[src/rtl/clkdom_pkg.sv]
package clkdom_pkg;
  typedef enum logic [1:0] {
    ST_OFF   = 2'b00,
    ST_ON    = 2'b01,
    ST_DRAIN = 2'b10
  } dom_st_e;

  localparam int unsigned N_CLK = 2;  // 0: interface, 1: functional
endpackage

[src/rtl/clkdom_gate.sv]
module clkdom_gate #(
  parameter int unsigned N_MOD = 4
) (
  input  logic             clk_i,
  input  logic             rst_ni,
  input  logic             dom_on_i,
  input  logic [N_MOD-1:0] need_i,
  output logic             en_o
);
  logic en_q;

  always_ff @(posedge clk_i or negedge rst_ni) begin
    if (!rst_ni) en_q <= 1'b0;
    else         en_q <= dom_on_i & (|need_i);
  end

  assign en_o = en_q;

  AST_GATED_WHEN_OFF: assert property (@(posedge clk_i) disable iff (!rst_ni)
    !dom_on_i |=> !en_q);
  AST_ON_WHEN_NEEDED: assert property (@(posedge clk_i) disable iff (!rst_ni)
    (dom_on_i && (|need_i)) |=> en_q);
  AST_GATED_UNUSED: assert property (@(posedge clk_i) disable iff (!rst_ni)
    !(|need_i) |=> !en_q);
endmodule

[src/rtl/clkdom_fsm.sv]
module clkdom_fsm
  import clkdom_pkg::*;
#(
  parameter int unsigned N_MOD = 4
) (
  input  logic             clk_i,
  input  logic             rst_ni,
  input  logic             wake_i,
  input  logic             sleep_i,
  input  logic [N_MOD-1:0] gate_ok_i,
  input  logic [N_MOD-1:0] need_ick_i,
  input  logic [N_MOD-1:0] need_fck_i,
  input  logic             ick_en_i,
  input  logic             fck_en_i,
  output dom_st_e          state_o
);
  dom_st_e state_q, state_d;
  logic    sleep_ok;

  // off only once members released and shared enables already low
  assign sleep_ok = (&gate_ok_i) & ~(|need_ick_i) & ~(|need_fck_i)
                  & ~ick_en_i & ~fck_en_i;

  always_comb begin
    state_d = state_q;
    unique case (state_q)
      ST_OFF:   if (wake_i) state_d = ST_ON;
      ST_ON:    if (sleep_i && !wake_i) state_d = ST_DRAIN;
      ST_DRAIN: begin
        if (wake_i || !sleep_i) state_d = ST_ON;   // abort wins
        else if (sleep_ok)      state_d = ST_OFF;
      end
      default:  state_d = ST_OFF;
    endcase
  end

  always_ff @(posedge clk_i or negedge rst_ni) begin
    if (!rst_ni) state_q <= ST_OFF;
    else         state_q <= state_d;
  end

  assign state_o = state_q;

  AST_WAKE_FROM_OFF: assert property (@(posedge clk_i) disable iff (!rst_ni)
    (state_q == ST_OFF && wake_i) |=> state_q == ST_ON);
  AST_OFF_HOLDS: assert property (@(posedge clk_i) disable iff (!rst_ni)
    (state_q == ST_OFF && !wake_i) |=> state_q == ST_OFF);
  AST_DRAIN_ENTRY: assert property (@(posedge clk_i) disable iff (!rst_ni)
    (state_q == ST_ON && sleep_i && !wake_i) |=> state_q == ST_DRAIN);
  AST_ABORT: assert property (@(posedge clk_i) disable iff (!rst_ni)
    (state_q == ST_DRAIN && (wake_i || !sleep_i)) |=> state_q == ST_ON);
  AST_NO_EARLY_OFF: assert property (@(posedge clk_i) disable iff (!rst_ni)
    (state_q == ST_DRAIN && (ick_en_i || fck_en_i)) |=> state_q != ST_OFF);
  AST_LEGAL_STATE: assert property (@(posedge clk_i) disable iff (!rst_ni)
    state_q != 2'b11);
endmodule

[src/rtl/clkdom_seq.sv]
module clkdom_seq
  import clkdom_pkg::*;
#(
  parameter int unsigned N_MOD = 4
) (
  input  logic             clk_i,
  input  logic             rst_ni,
  input  logic             wake_i,
  input  logic             sleep_i,
  input  logic [N_MOD-1:0] gate_ok_i,
  input  logic [N_MOD-1:0] need_ick_i,
  input  logic [N_MOD-1:0] need_fck_i,
  output logic [1:0]       dom_state_o,
  output logic             ick_en_o,
  output logic             fck_en_o
);
  dom_st_e                       state;
  logic [N_CLK-1:0][N_MOD-1:0]   need_all;
  logic [N_CLK-1:0]              en_all;
  logic                          dom_on;

  assign need_all = {need_fck_i, need_ick_i};
  assign dom_on   = (state != ST_OFF);

  for (genvar g = 0; g < N_CLK; g++) begin : g_gate
    clkdom_gate #(.N_MOD(N_MOD)) u_gate (
      .clk_i    (clk_i),
      .rst_ni   (rst_ni),
      .dom_on_i (dom_on),
      .need_i   (need_all[g]),
      .en_o     (en_all[g])
    );
  end

  clkdom_fsm #(.N_MOD(N_MOD)) u_fsm (
    .clk_i      (clk_i),
    .rst_ni     (rst_ni),
    .wake_i     (wake_i),
    .sleep_i    (sleep_i),
    .gate_ok_i  (gate_ok_i),
    .need_ick_i (need_ick_i),
    .need_fck_i (need_fck_i),
    .ick_en_i   (en_all[0]),
    .fck_en_i   (en_all[1]),
    .state_o    (state)
  );

  assign dom_state_o = state;
  assign ick_en_o    = en_all[0];
  assign fck_en_o    = en_all[1];

  AST_OFF_CLOCKS_GATED: assert property (@(posedge clk_i) disable iff (!rst_ni)
    (state == ST_DRAIN && $past(state) == ST_DRAIN && !ick_en_o && !fck_en_o
     && sleep_i && !wake_i && (&gate_ok_i) && !(|need_ick_i) && !(|need_fck_i))
    |=> (dom_state_o == 2'b00 && !ick_en_o && !fck_en_o));
endmodule

[config.mk]
export PLATFORM = sky130hd
export DESIGN_NAME = clkdom_seq
export DESIGN_NICKNAME = d
export VERILOG_FILES = /design/src/rtl/clkdom_pkg.sv /design/src/rtl/clkdom_gate.sv /design/src/rtl/clkdom_fsm.sv /design/src/rtl/clkdom_seq.sv
export SDC_FILE = /design/constraint.sdc
export NUM_CORES = 1
export LEC_CHECK = 0
export BUFFER_PORTS_ARGS = -buffer_cell sky130_fd_sc_hd__clkbuf_2
export CORE_AREA = 2 2 39 41
export CTS_CLUSTER_DIAMETER = 100
export DETAILED_ROUTE_END_ITERATION = 10
export DIE_AREA = 0 0 41 43
export SYNTH_ARGS = -nofsm -noshare
export SYNTH_HDL_FRONTEND = slang
export SYNTH_SLANG_ARGS = --single-unit
[constraint.sdc]
create_clock -name clk_i -period 2.2 [get_ports clk_i]
set_input_delay 0.22 -clock clk_i [delete_from_list [all_inputs] [get_ports clk_i]]
set_output_delay 0.22 -clock clk_i [all_outputs]
set_load 0.01 [all_outputs]
==> metrics, run 1 <==
total routed wirelength=499 µm; Pleak=roughly 0.17 nW; I/O Buffers=19; global-route wire length before repair=779 µm; FF+latch area=100 µm²; crit path DAT=approximately 1.1 ns; Avg Synthesized Cell Area=around 10 µm²; antenna viol nets, final=0; Layout area overhead=84.9%; hold path depth=3; CP Class=register to register; Post-Synth Simple-Gate Area=between 20% and 30%; wire per inst=between 8 and 9 µm; Cell Area, Synth=174 µm²; Max FO, Critical Path=5; initial DRC count=1; Reg clk slew, reported paths=about 0.040 ns; clk_skew=between 0.003 and 0.004 ns; gr ovfl total=0; DRC viols=0; initial antenna violation count=0; Worst R2R Start=u_fsm.state_o[1]; Hold EP=u_fsm.state_o[1]; share of layout cells above drive strength 1=between 50 and 60%; GR Util All Layers=under 10%; Yosys Warn Count=0; area leader, netlist=dfrtp_1; largest net degree at the start of global routing=6; Tcrit/Tclk final=between 40 and 50%; top cell type's share of synthesized area=between 50% and 60%; Die W=around 41 µm; fill cell total of the finished layout=~160; Multi-input gate area=73.8 µm²; DR vias=between 200 and 250; slew of the pin with the lowest slew margin=around 0.43 ns; top achievable clock speed=approximately 0.98 GHz; Slew Viols, Final=0; die area=roughly 0.0018 mm²; max-cap violation count=0; CTS buffer count=3; Final min period=~1.0 ns; I/O Pins=20; # diodes=0; post-CTS sizing=0; cell count after synthesis=17; later-pin clock latency in the skew report=about 0.23 ns; Fin. Hold Viols=0; Root Buffer=clkbuf_4; Final setup viols=0; CORE AREA=~0.0014 mm²; Pwr Total=between 0.2 and 0.25 mW; type of the most critical hold path=input pin to register; sequential share of the synthesized area=57.6%; Seq cells post-synth=4; reg2reg end=u_fsm.state_o[1]; final weighted congestion in routability-driven placement=around 0.59; Slew headroom=a little under three quarters; vias in the first global route=approximately 230; first-pass detailed-route iteration total=4; post-CTS setup buffer count=0; FF-to-FF setup slack=between 1 and 1.5 ns; Synth area leaders=dfrtp_1, nor4_1, nor2_1; CTS tree=yes; Setup crit end kind=register; Clock Tree Buf Depth=2; Hold-fix buffers, CTS=1; Cell variety after synth=9; CP Launch Type=register; largest family of logic cells by synthesized area=simple AND/OR/NAND/NOR gates; Setup TNS=0 ns; Std-Cell Rows=14; worst ir drop on vdd=a little over 100 µV; Initial Utilization=between 10% and 20%; FF-to-FF path depth=3; Die Y=between 40 and 50 µm; Layout Nets=58; post-synthesis mux area share=0%; status=completed; post-synthesis net count=33; H-tree levels=1; post-synthesis xor/xnor area fraction=under 10%; clk sinks=4; unrepaired setup endpoints after global routing=false; DR vias/cell=about 4; min-delay src=sleep_i; required time of the worst setup path=2.29 ns; Cell Pwr Density=a little under 700 mW/mm²; area fraction in compound gates after synthesis=around 8.6%; Post-Synth Adder-Cell Area=0%
[kinds of logic after synthesis]
logic type / count (synthesis)
AO/OA/AOI/OAI: 2
XOR/XNOR: 1
flip-flops: 4
AND/OR/NAND/NOR: 10
[metal layers]
layer	up-vias	global-route usage, %	share of wire (%)
li1	110	-	-
met1	100	5.47	32
met2	11	11.6	60
met3	0	1.57	7.8
met4	0	12.0	0
met5	-	0	0
[cells in the mapped netlist (all sizes together)]
cell	count
a31oi	1
dfrtp	4
nand3b	1
nor4	3
xor2	1
nor2	4
nand3	1
nand2	1
a2bb2oi	1
[per-stage QoR]
stage	util, %	setup WS [ns]	hold slack [ns]	area (µm²)	std cells
after floorplan	-	1.26	-0.0756	174	17
after global placement	20.9	1.16	0.0300	289	52
after detailed placement	20.9	1.16	0.0328	289	52
after CTS	23.2	1.16	0.217	322	56
after global routing	23.2	1.08	0.240	322	56
final	23.2	1.18	0.224	322	56
[placed cells by master (no fill, tap or decap), drive strengths merged]
cell         instances
nor2                 4
nand3                1
clkbuf              22
nand3b               1
a2bb2oi              1
dlygate4sd3          1
xor2                 1
dfrtp                4
a31oi                1
nor4                 3
nand2                1
[area by class of cell]
type / count / area share, %
clock buffer: 3 / 7.00
multi-input combinational: 13 / 23.0
timing repair buffer: 20 / 32.7
sequential: 4 / 31.1
tap: 16 / 6.23
[critical path, stage by stage (launching register included)]
cell and delay [ns]:
dfrtp_1 0.41, nand2_1 0.08, nor4_1 0.28, a31oi_1 0.12
[how the worst max path moves through the flow]
stage	slack [ns]	from	endpoint
global placement	1.16	need_fck_i[1]	u_fsm.state_o[1]
global route	1.08	u_fsm.state_o[1]	u_fsm.state_o[1]
floorplan	1.26	u_fsm.state_o[1]	u_fsm.state_o[1]
finish	1.18	u_fsm.state_o[1]	u_fsm.state_o[1]
detailed placement	1.16	u_fsm.state_o[1]	u_fsm.state_o[1]
CTS	1.16	u_fsm.state_o[1]	u_fsm.state_o[1]
[registers in the layout, summed over array words and instances, names as in the netlist]
name / count
g_gate.u_gate.en_o: 2
u_fsm.state_o: 2
[report_power, final]
part / internal (mW) / switching, mW
sequential: 0.0828 / 0.00672
clock: 0.0610 / 0.0303
combinational: 0.0231 / 0.0193
total: 0.167 / 0.0563
(Power assumes the default switching activity.)
==> run 2: changes to the inputs <==
clock period = 1.1 ns   (was 2.2 ns; I/O delays follow)
==> metrics, run 2 (synthesis results as in run 1) <==
status=completed; CTS buffer count=3; Slew headroom=between 70% and 80%; first-pass detailed-route iteration total=1; dpl ws=approximately 0.11 ns; commonest cells after routing, fill and taps aside=clkbuf_2, nor2_1, dfrtp_1; global-route wire length before repair=roughly 680 µm; Initial Utilization=12.6%; clk sinks=4; Max FO, Critical Path=5; DR vias=~220; Setup TNS=0 ns; Die W=between 40 and 50 µm; GR Util All Layers=under 10%; Fin. Hold Viols=0; Reg clk slew, reported paths=0.04 ns; die area=roughly 0.0018 mm²; wire per inst=8.34 µm; Final min period=between 0.9 and 1 ns; initial antenna violation count=0; required time of the worst setup path=approximately 1.2 ns; max-cap violation count=0; Final setup viols=0; Slew Viols, Final=0; CORE AREA=about 0.0014 mm²; final worst slack=about 0.13 ns; Layout area overhead=84.9%; Crit-path slowest cell=dfrtp_1; share of layout cells above drive strength 1=roughly 55%; later-pin clock latency in the skew report=0.23 ns; hold path depth=3; CP Class=register to register; Layout Nets=58; Die Y=between 40 and 50 µm; critical path's largest stage delay=~0.40 ns; vias in the first global route=roughly 210; FF-to-FF setup slack=between 0.1 and 0.15 ns; CP bufs+invs=0; post-CTS setup buffer count=0; worst ir drop on vdd=approximately 210 µV; dpl cell area=289 µm²; # placed instances=52; I/O Pins=20; Top Family by Delay on Critical Path=flip-flops; slew of the pin with the lowest slew margin=0.406 ns; Cell Pwr Density=1370 mW/mm²; clk_skew=around 0.0033 ns; FF-to-FF path depth=3; Cell Count, Final, Fillers Out=56; total routed wirelength=about 470 µm; Tcrit/Tclk final=approximately nine tenths; Clock Tree Buf Depth=2; Std-Cell Rows=14; DR vias/cell=3.84; DRC viols=0; Design Area, Final=roughly 320 µm²; Pleak=0.166 nW; gr ovfl total=0; Hold EP=u_fsm.state_o[1]; type of the most critical hold path=input pin to register; hpwl dp=414 µm; final core utilization=between 20% and 30%; largest net degree at the start of global routing=6; crit path DAT=around 1.1 ns; antenna viol nets, final=0; reg2reg end=u_fsm.state_o[1]; CP Launch Type=register; Root Buffer=clkbuf_4; Setup crit end kind=register; min-delay src=sleep_i; final weighted congestion in routability-driven placement=roughly 0.59; Pwr Total=about 0.44 mW; # diodes=0; most common cell after layout, fill and taps aside=clkbuf_2; CP Cell Sequence=nand2_1, nor4_1, a31oi_1; unrepaired setup endpoints after global routing=false; initial DRC count=0; top achievable clock speed=~1.0 GHz; Hold WS=about 0.13 ns; I/O Buffers=19; H-tree levels=1; Worst R2R Start=u_fsm.state_o[1]; CTS tree=yes
==> run 2: cell counts in the layout (fill, tap and decap cells not counted) <==
No cell type changed its count.
==> run 2: worst max-delay path by stage <==
stage | start | to | slack (ns) | cells past startpoint
3_5_place_dp | u_fsm.state_o[1] | u_fsm.state_o[1] | 0.11 | 3
2_1_floorplan | u_fsm.state_o[1] | u_fsm.state_o[1] | 0.16 | 3
5_1_grt | u_fsm.state_o[1] | u_fsm.state_o[1] | 0.05 | 3
4_1_cts | u_fsm.state_o[1] | u_fsm.state_o[1] | 0.10 | 3
3_3_place_gp | u_fsm.state_o[1] | u_fsm.state_o[1] | 0.14 | 3
6_report | u_fsm.state_o[1] | u_fsm.state_o[1] | 0.13 | 3
==> run 2: area by class of cell <==
| type | count | area (µm²) |
|---|---|---|
| Timing Repair Buffer | 20 | 105 |
| Fill cell | 159 | 1060 |
| Multi-Input combinational cell | 13 | 73.8 |
| Clock buffer | 3 | 22.5 |
| Sequential cell | 4 | 100 |
| Tap cell | 16 | 20.0 |
==> run 2: power by group <==
part           internal [mW]  switching (mW)  total [mW]
clock network          0.122          0.0536       0.175
registers              0.166          0.0136       0.179
logic                 0.0463          0.0390      0.0853
total                  0.333           0.106       0.440
==> run 2: worst reg2reg max path: cells and delay by family (launching register included) <==
kind / cells / cell delay, ns
DFF: 1 / 0.40
and+or+nand+nor: 2 / 0.32
AOI/OAI and AO/OA: 1 / 0.12
==> run 2: timing repair <==
item                      4_1_cts  5_1_grt
hold endpoints to repair        4        0
gates resized for setup         0        0
hold buffers                    1        0
==> run 2: layer usage <==
layer	track usage (%)	wire, µm
met1	4.85	159
met2	10.0	264
met3	1.57	43
met4	8.00	0
met5	0	0
